<file path="src/rtl/gdb_pkg.sv">
package gdb_pkg;
  localparam int unsigned DEF_PINS   = 8;
  localparam int unsigned DEF_CNT_W  = 8;
  localparam int unsigned DEF_STAGES = 2;

  // True when one more tick brings the running count to the limit.
  function automatic logic last_tick(input logic [15:0] cnt, input logic [15:0] lim);
    return ({1'b0, cnt} + 17'd1) >= {1'b0, lim};
  endfunction
endpackage

</file>
<file path="src/rtl/gdb_sync.sv">
module gdb_sync #(
  parameter int unsigned PINS   = 8,
  parameter int unsigned STAGES = 2
) (
  input  logic            clk,
  input  logic [PINS-1:0] async_in,
  output logic [PINS-1:0] sync_out
);
  logic [PINS-1:0] chain [STAGES];

  // Plain flop chain with no reset: the output register clears through it.
  generate
    for (genvar s = 0; s < STAGES; s++) begin : g_stage
      if (s == 0) begin : g_first
        always_ff @(posedge clk) chain[s] <= async_in;
      end else begin : g_next
        always_ff @(posedge clk) chain[s] <= chain[s-1];
      end
    end
  endgenerate

  assign sync_out = chain[STAGES-1];
endmodule

</file>
<file path="src/rtl/gdb_cfg.sv">
module gdb_cfg #(
  parameter int unsigned PINS  = 8,
  parameter int unsigned CNT_W = 8
) (
  input  logic              clk,
  input  logic              rst,
  input  logic              cnt_we,
  input  logic [CNT_W-1:0]  cnt_wdata,
  input  logic              en_we,
  input  logic [2*PINS-1:0] en_wdata,
  output logic [CNT_W-1:0]  limit,
  output logic [PINS-1:0]   en_q
);
  logic [PINS-1:0] wmask, wval;
  assign wmask = en_wdata[2*PINS-1:PINS];
  assign wval  = en_wdata[PINS-1:0];

  always_ff @(posedge clk) begin
    if (rst) begin
      limit <= '0;
      en_q  <= '0;
    end else begin
      if (cnt_we) limit <= cnt_wdata;
      if (en_we)  en_q  <= (en_q & ~wmask) | (wval & wmask);
    end
  end

  // lines outside the mask keep their enable bit across a write.
  a_r7_mask_keeps: assert property (@(posedge clk) disable iff (rst)
    en_we |=> (((en_q ^ $past(en_q)) & ~$past(wmask)) == '0));
  // the stability time changes only on a load strobe.
  a_r8_count_hold: assert property (@(posedge clk) disable iff (rst)
    !cnt_we |=> $stable(limit));
endmodule

</file>
<file path="src/rtl/gdb_pin_filter.sv">
module gdb_pin_filter #(
  parameter int unsigned CNT_W = 8
) (
  input  logic             clk,
  input  logic             rst,
  input  logic             tick,
  input  logic             enable,
  input  logic [CNT_W-1:0] limit,
  input  logic             level_in,
  output logic             level_out
);
  import gdb_pkg::*;

  logic [CNT_W-1:0] run_cnt;
  logic             active;
  logic             done;

  assign active = enable && (limit != '0);
  assign done   = last_tick(16'(run_cnt), 16'(limit));

  always_ff @(posedge clk) begin
    if (rst || !active) begin
      level_out <= level_in;
      run_cnt   <= '0;
    end else if (level_in == level_out) begin
      run_cnt <= '0;
    end else if (tick) begin
      if (done) begin
        level_out <= level_in;
        run_cnt   <= '0;
      end else begin
        run_cnt <= run_cnt + 1'b1;
      end
    end
  end

  // with filtering off the output copies the input one edge later.
  a_r3_passthru: assert property (@(posedge clk) disable iff (rst)
    !active |=> (level_out == $past(level_in)));
  // a filtered line never moves on a cycle without a tick.
  a_r5_hold_no_tick: assert property (@(posedge clk) disable iff (rst)
    (active && !tick) |=> $stable(level_out));
  // agreement between input and output restarts the count.
  a_r6_restart: assert property (@(posedge clk) disable iff (rst)
    (level_in == level_out) |=> (run_cnt == '0));
  // the running count never reaches the all-ones value.
  a_r9_no_overflow: assert property (@(posedge clk) disable iff (rst)
    run_cnt != '1);
endmodule

</file>
<file path="src/rtl/port_debounce.sv">
module port_debounce #(
  parameter int unsigned PINS   = gdb_pkg::DEF_PINS,
  parameter int unsigned CNT_W  = gdb_pkg::DEF_CNT_W,
  parameter int unsigned STAGES = gdb_pkg::DEF_STAGES
) (
  input  logic              clk,
  input  logic              rst,
  input  logic              ms_tick,
  input  logic [PINS-1:0]   raw_in,
  input  logic              cnt_we,
  input  logic [CNT_W-1:0]  cnt_wdata,
  input  logic              en_we,
  input  logic [2*PINS-1:0] en_wdata,
  output logic [PINS-1:0]   pin_out
);
  logic [PINS-1:0]  synced;
  logic [PINS-1:0]  en_q;
  logic [CNT_W-1:0] limit;

  gdb_sync #(.PINS(PINS), .STAGES(STAGES)) u_sync (
    .clk      (clk),
    .async_in (raw_in),
    .sync_out (synced)
  );

  gdb_cfg #(.PINS(PINS), .CNT_W(CNT_W)) u_cfg (
    .clk       (clk),
    .rst       (rst),
    .cnt_we    (cnt_we),
    .cnt_wdata (cnt_wdata),
    .en_we     (en_we),
    .en_wdata  (en_wdata),
    .limit     (limit),
    .en_q      (en_q)
  );

  generate
    for (genvar p = 0; p < PINS; p++) begin : g_pin
      gdb_pin_filter #(.CNT_W(CNT_W)) u_filt (
        .clk       (clk),
        .rst       (rst),
        .tick      (ms_tick),
        .enable    (en_q[p]),
        .limit     (limit),
        .level_in  (synced[p]),
        .level_out (pin_out[p])
      );
    end
  endgenerate
endmodule

</file>
<file path="config.mk">
export PLATFORM = sky130hd
export DESIGN_NAME = port_debounce
export DESIGN_NICKNAME = d
export VERILOG_FILES = /design/src/rtl/gdb_pkg.sv /design/src/rtl/gdb_sync.sv /design/src/rtl/gdb_cfg.sv /design/src/rtl/gdb_pin_filter.sv /design/src/rtl/port_debounce.sv
export SDC_FILE = /design/constraint.sdc
export NUM_CORES = 1
export LEC_CHECK = 0
export BUFFER_PORTS_ARGS = -buffer_cell sky130_fd_sc_hd__buf_2
export CELL_PAD_IN_SITES_DETAIL_PLACEMENT = 1
export CELL_PAD_IN_SITES_GLOBAL_PLACEMENT = 2
export CORE_ASPECT_RATIO = 1.25
export CORE_UTILIZATION = 34
export DETAILED_ROUTE_END_ITERATION = 8
export PLACE_DENSITY_LB_ADDON = 0.1
export SETUP_SLACK_MARGIN = 0.5
export SLEW_MARGIN = 15
export SYNTH_ARGS = -nofsm -noshare
export SYNTH_HDL_FRONTEND = slang
export SYNTH_SLANG_ARGS = --single-unit
</file>
<file path="constraint.sdc">
create_clock -name clk -period 2.7 [get_ports clk]
set_input_delay 0.135 -clock clk [delete_from_list [all_inputs] [get_ports clk]]
set_output_delay 0.135 -clock clk [all_outputs]
set_load 0.05 [all_outputs]
</file>
# Word level (Yosys, flattened, before mapping)
# Memories as Yosys holds them, arrays and structs flattened.
# Index checks and enable logic that the tools add are counted.
[word_totals] regBits=88 ramBits=16 wordCells=160 mem_count=1
[op_classes] n_addsub=16 order_cmp=8 n_eq_ne=16 n_mux=40 bitwise=4 n_reduce_logical=57
[memory_table] name="u_sync.chain" depth=2 width=8 read_ports=2 rd_clocked_by_memory_dff=0 write_ports=2 line="gdb_sync.sv:9" rtl="logic [PINS-1:0] chain [STAGES];"
[ops] operator=">= comparator 17 x 8 -> 1 bit" count=8
[ops] operator="adder 8 x 1 -> 9 bit, second input constant" count=8
[ops] operator="adder 8 x 1 -> 8 bit, second input constant" count=8
[ops] operator="two-way mux 8 bit" count=8
[ops] operator="two-way mux 1 bit" count=32
[ops] operator="nonzero test 2 bit" count=16
[ops] operator="AND reduction 3 bit" count=8
[ops] operator="AND 8 bit" count=2
[ops] operator="!= test 2 x 1 -> 1 bit, second input constant" count=8
[ops] operator="OR reduction 2 bit" count=8
[ops] operator="equality test 1 bit" count=8
[ops] operator="logical AND 1 bit" count=8
[ops] operator="logical NOT 1 bit" count=8
[ops] operator="logical OR 1 bit" count=8
[ops] operator="NOT 8 bit" count=1
[ops] operator="OR 8 bit" count=1
[ops] operator="nonzero test 8 bit" count=1

# Depth between registers and ports, before layout
[depth] depth_word=6 depth_mapped=12

# Hierarchy
# Synthesis repeated with hierarchy kept, for this count alone.
[unflattened] cells_unflattened=813 area_unflattened_um2=7133.1
[modules_own_cells] mod="gdb_pin_filter" n_inst=8 cells_per_inst=91 area_per_inst_um2=764.5
[modules_own_cells] mod="gdb_cfg" n_inst=1 cells_per_inst=61 area_per_inst_um2=636.9
[modules_own_cells] mod="gdb_sync" n_inst=1 cells_per_inst=24 area_per_inst_um2=380.4

# Least setup slack after synthesis
# Ideal clock, no wire load.
[synth_timing] path_type="reg2reg" from="reg g_pin[4].u_filt.run_cnt[0]" to="reg g_pin[4].u_filt.level_out (enable)" setup_ns=0.311 t_arrival_ns=2.306 setup_slack_ns=0.083 stages_incl_launch_ff=11 synth_period_minus_slack_ns=2.617 path_cell_list="dfxtp_1 ha_1 nand3_1 or2_2 xnor2_1 ha_1 and3_1 nand3_1 a21oi_1 nor2_2 o211ai_1"
[synth_via] elab_chain_len=4
[synth_lines] element="start, declared" line="gdb_pin_filter.sv:14" rtl="logic [CNT_W-1:0] run_cnt;"
[synth_lines] element="start signal, assigned" line="gdb_pin_filter.sv:32" rtl="run_cnt <= run_cnt + 1'b1;"
[synth_lines] element="adder 8 x 1 -> 9 bit" line="gdb_pkg.sv:8" rtl="return ({1'b0, cnt} + 17'd1) >= {1'b0, lim};"
[synth_lines] element=">= comparator 17 x 8 -> 1 bit" line="gdb_pkg.sv:8"
[synth_lines] element="nonzero test 2 bit (no line)"
[synth_lines] element="AND reduction 3 bit (no line)"
[synth_lines] element="end signal, assigned" line="gdb_pin_filter.sv:23" rtl="level_out <= level_in;"
[synth_lines] element="end signal, assigned" line="gdb_pin_filter.sv:29" rtl="level_out <= level_in;"
[synth_lines] element="end, declared" line="gdb_pin_filter.sv:10" rtl="output logic level_out"
# Every way passes these cells.
# A chain may end at the register's enable or synchronous reset.

# Worst setup path in the final report
[layout_timing] from="reg g_pin[4].u_filt.run_cnt[1]" to="reg g_pin[4].u_filt.run_cnt[0]"
[layout_via] elab_chain_len=3
[layout_lines] element="adder 8 x 1 -> 9 bit" line="gdb_pkg.sv:8"
[layout_lines] element=">= comparator 17 x 8 -> 1 bit" line="gdb_pkg.sv:8"
[layout_lines] element="two-way mux 8 bit" line="gdb_pin_filter.sv:28" rtl="if (done) begin"
# Every way passes these cells.

==> results <==
- The flow ran to the end, and the final reports show no timing, DRC or antenna violations.
- The critical path buffer and inverter count is 0.
- The worst clock skew is approximately 0.0075 ns.
- The clock tree synthesis step divided the H-tree into 3 levels.
- The actual slew at the worst max-slew pin is between 0.6 and 0.7 ns.
- CTS placed an instance of sky130_fd_sc_hd__clkbuf_16 at the clock tree root.
- The most used flip-flop cell after synthesis is sky130_fd_sc_hd__dfxtp_1.
- The congestion estimate from routability-driven global placement came to slightly below 0.8.
- The filler cell count is 2028.
- The number of register bits inferred by synthesis is 104.
- Global routing used roughly a fifth of the available tracks.
- Including well taps, the total number of placed cells is a little under 1000.
- The number of nets in the synthesized netlist is around 820.
- STA puts the critical path data required time at around 3.0 ns.
- The layout cell share with drive strength beyond 1 is a little over two fifths.
- The final setup TNS is 0 ns.
- Excluding fillers, the count of instances in the completed layout stands at approximately 1100.
- The clock latency on the worst-skew pair is about 0.35 ns.
- The slowest stage cell on the critical path is sky130_fd_sc_hd__or4_1.
- In the synthesized netlist, the number of instances is slightly above 700.
- In the final layout, the multi-input gates occupy 4850 sq um.
- The global-route wire length before repair is 31000 um.
- STA classifies the critical path endpoint as a flop.
- The initial antenna violation count was 0.
- The area growth from synthesis to layout is 40.4%.
- The HPWL after detailed placement is between 10000 and 15000 um.
- The arrival time at the worst endpoint is 2.80 ns.
- After synthesis, the netlist uses a little over 60 different library cells.
- The count of nets left with antenna violations once routing finished came out at 0.
- The total area inside the core boundary comes to 18100 sq um.
- In this run the tool buffered the top-level ports with 44 buffer cells.
- Dividing the detail-routed via count by the number of cells gives 5.46.
- The analysis attributes to cell leakage a power of 3.55 nW.
- The maximum number of buffers from clock root to sink is 2.
- The total grt overflow is 0.
- The via count of the first global-routing pass is 6236.
- Setup slack closes at around 0.17 ns.
- The total wirelength of the detailed-routed design is 19600 um.
- The clock tree from TritonCTS is done.
- After floorplanning, the core was divided into 55 placement rows.
- After clock tree synthesis, the clock-pin slew on the worst setup and hold paths is about 0.080 ns.
- The repair_antennas step left the layout with diodes totalling 0.
- Entering global routing, the biggest net connects between 50 and 60 pins.
- The headroom to the max-slew limit is 57.3%.
- OpenSTA, run right after detailed placement, puts the worst setup slack at about 0.086 ns.
- The final count of negative-setup-slack endpoints is 0.
- The average cell area after synthesis is approximately 9 sq um.
- The number of vias in the routed layout is approximately 5800.
- By startpoint and endpoint, the worst setup path is classified as reg -> reg.
- Summing every instance area after synthesis gives between 6000 and 7000 sq um.
- The highest ir drop seen on vdd is ~0.28 mV.
- After the first detailed-routing iteration, the DRC count stood at 200.
- After detailed routing, the number of remaining DRC violations is 0.
- On the worst path, the slowest cell contributes a delay of ~0.43 ns.
- The family of cells with the greatest summed delay on the critical path is simple AND/OR/NAND/NOR gates.
- The highest achievable clock rate is approximately 400 MHz.
- The number of enable flip-flop cells after synthesis is 8.
- The die covers 19000 sq um.
- In this run the count of I/O pins placed on the die edge is 45.
- The first TritonRoute pass finished after 4 iterations.
- The total count of hold-check failures in the final report is 0.
- The worst min-delay path class is in -> reg.
- The post-synthesis sequential area ratio is between 30 and 40%.
- In this run the power density over the cells is just over 400 nW/um^2.
- In the finished design, the share of the clock period the worst path needs comes to 93.5%.
- For this run, asynchronously set or reset flops after synthesis account for 0%.
- The final max-slew violation count is 0.
- The width of the chip is about 120 um.
- The floorplan die height is 154 um.
- The initial core utilization is around a third.
- The number of buffers created by CTS is 9.
- The routed design could run at a clock period as short as approximately 2.5 ns.
- The number of sinks driven by the clock tree is between 100 and 150.
- Along the worst path, the maximum fanout reaches 4.
- The register area is roughly 2300 sq um.
- Yosys printed 0 warnings.
- The element type at the critical path start is a flop.
- Setup repair after global routing could not meet its margin everywhere.
- The critical path goes through ha_4 > nand3_4 > or2_4 > xnor2_2 > ha_1 > and3_4 > a221oi_4 > o21ai_4 > or4_1 > a21oi_1.
- Measured on the finished design, the core utilization comes to 48.7%.
- The per-cell routed wire length is about 18 um.
- The tool flagged a number of max-cap violations equal to 0.
- The net count reported at finish is between 900 and 1000.
[metal layers]
layer  wire, um  global-route usage (%)  up-vias
met1       8230                    23.7     2899
met5          0                       0        -
li1           -                       -     2840
met2      10600                    39.9       53
met4        447                    6.37        0
met3        332                    3.38       21
[worst min-delay path, stage by stage]
cell                      delay [ns]
sky130_fd_sc_hd__buf_2          0.08
sky130_fd_sc_hd__mux2i_1        0.05
sky130_fd_sc_hd__nor2_1         0.07
[per-stage QoR]
step	hold WS (ns)	power, mW	instance area [sq um]
after global routing	0.0156	3.71	8810
after floorplan	0.163	1.93	6580
after CTS	0.00532	3.56	8230
final	0.0147	3.56	8810
after detailed placement	0.239	2.09	7040
after global placement	0.239	2.07	7040
[path summary, 6_finish.rpt]
path,start,endpoint,slack (ns),depth (start not counted)
setup / recovery,g_pin[4].u_filt.run_cnt[1],g_pin[4].u_filt.run_cnt[0],0.17,10
hold / removal,cnt_wdata[5],u_cfg.limit[5],0.01,3
hold reg to reg,u_sync.chain[0][4],u_sync.chain[0][12],0.33,0
setup reg to reg,g_pin[4].u_filt.run_cnt[1],g_pin[4].u_filt.run_cnt[0],0.17,10
[layout by cell type (no fill, tap or decap), types with 12 or more instances in the layout]
cell                       n
sky130_fd_sc_hd__dfxtp_2  20
sky130_fd_sc_hd__ha_1     60
sky130_fd_sc_hd__a21oi_2  13
sky130_fd_sc_hd__nand3_4  13
sky130_fd_sc_hd__nand3_2  21
sky130_fd_sc_hd__nor2_1   25
sky130_fd_sc_hd__dfxtp_4  21
sky130_fd_sc_hd__xnor2_1  14
sky130_fd_sc_hd__nand3_1  38
sky130_fd_sc_hd__and3_4   12
sky130_fd_sc_hd__nand2_1  75
sky130_fd_sc_hd__buf_6    13
sky130_fd_sc_hd__xor2_1   22
sky130_fd_sc_hd__xnor2_2  12
sky130_fd_sc_hd__dfxtp_1  55
sky130_fd_sc_hd__inv_1    13
sky130_fd_sc_hd__buf_2    44
sky130_fd_sc_hd__a21oi_1  32
sky130_fd_sc_hd__buf_4    77
[what timing repair did]
action                                  in CTS  in global routing
pin swaps                                   94                 53
hold buffers                                 8                  0
gates cloned                                 1                  0
hold endpoints to repair                     8                  0
resized for setup                          120                 69
endpoints found under the setup margin      72                 72
setup buffers                               39                 31
[cell usage after synthesis (3+ instances only)]
| master | instances | area (sq um) |
|---|---|---|
| sky130_fd_sc_hd__ha_1 | 72 | 901 |
| sky130_fd_sc_hd__nor2b_1 | 6 | 37.5 |
| sky130_fd_sc_hd__a21o_1 | 10 | 75.1 |
| sky130_fd_sc_hd__nor2_1 | 35 | 131 |
| sky130_fd_sc_hd__nor3_1 | 13 | 65.1 |
| sky130_fd_sc_hd__a32o_1 | 8 | 80.1 |
| sky130_fd_sc_hd__nand4b_1 | 5 | 43.8 |
| sky130_fd_sc_hd__nand2_1 | 87 | 327 |
| sky130_fd_sc_hd__inv_1 | 13 | 48.8 |
| sky130_fd_sc_hd__o22ai_1 | 4 | 25.0 |
| sky130_fd_sc_hd__nand2b_1 | 11 | 68.8 |
| sky130_fd_sc_hd__edfxtp_1 | 8 | 240 |
| sky130_fd_sc_hd__dfxtp_1 | 96 | 1920 |
| sky130_fd_sc_hd__o21ai_0 | 17 | 85.1 |
| sky130_fd_sc_hd__buf_6 | 4 | 45.0 |
| sky130_fd_sc_hd__o211ai_1 | 10 | 75.1 |
| sky130_fd_sc_hd__nand4_1 | 6 | 37.5 |
| sky130_fd_sc_hd__a21oi_1 | 49 | 245 |
| sky130_fd_sc_hd__buf_2 | 6 | 30.0 |
| sky130_fd_sc_hd__a211oi_1 | 5 | 37.5 |
| sky130_fd_sc_hd__mux2i_1 | 10 | 100 |
| sky130_fd_sc_hd__o21ai_1 | 4 | 20.0 |
| sky130_fd_sc_hd__nand3b_1 | 5 | 37.5 |
| sky130_fd_sc_hd__clkbuf_1 | 9 | 33.8 |
| sky130_fd_sc_hd__o31ai_1 | 5 | 37.5 |
| sky130_fd_sc_hd__a31oi_1 | 10 | 62.6 |
| sky130_fd_sc_hd__a22oi_1 | 9 | 67.6 |
| sky130_fd_sc_hd__xnor2_1 | 26 | 228 |
| sky130_fd_sc_hd__nand3_1 | 71 | 355 |
| sky130_fd_sc_hd__and3_1 | 12 | 75.1 |
| sky130_fd_sc_hd__or4_1 | 3 | 22.5 |
| sky130_fd_sc_hd__a22o_1 | 5 | 43.8 |
| sky130_fd_sc_hd__xor2_1 | 24 | 210 |
| sky130_fd_sc_hd__buf_4 | 8 | 60.1 |
| sky130_fd_sc_hd__nor4_1 | 3 | 18.8 |
| sky130_fd_sc_hd__and4_1 | 3 | 26.3 |
[cells by family (layout without fill, tap and decap cells)]
| group | after synthesis | after routing | synth area share [%] |
|---|---|---|---|
| XOR/XNOR | 50 | 50 | 6.98 |
| multiplexers | 10 | 10 | 1.60 |
| AND/OR/NAND/NOR | 278 | 278 | 22.6 |
| adder cells (fa/ha/maj) | 72 | 72 | 14.4 |
| buffers and inverters | 42 | 172 | 3.91 |
| AO/OA/AOI/OAI | 151 | 151 | 16.2 |
| flip-flops | 104 | 104 | 34.5 |
[cell type report]
class                      instances  area share (%)
clock buffer                       9            2.56
clock inverter                     7           0.980
inverter                          13           0.554
multi-input combinational        561            55.1
sequential                       104            25.7
tap                              228            3.24
timing repair buffer             143            11.9
[flip-flops by register name, indices dropped and copies added (netlist names), named ones only]
| register | cells |
|---|---|
| g_pin.u_filt.level_out | 8 |
| g_pin.u_filt.run_cnt | 64 |
| u_sync.chain | 16 |
| u_cfg.limit | 8 |
[power breakdown]
part           internal, mW  switching [mW]  total [mW]
combinational         0.241           0.331       0.572
sequential             1.57          0.0271        1.59
clock                 0.740           0.652        1.39
No activity file was read; power rests on OpenSTA's default activity.
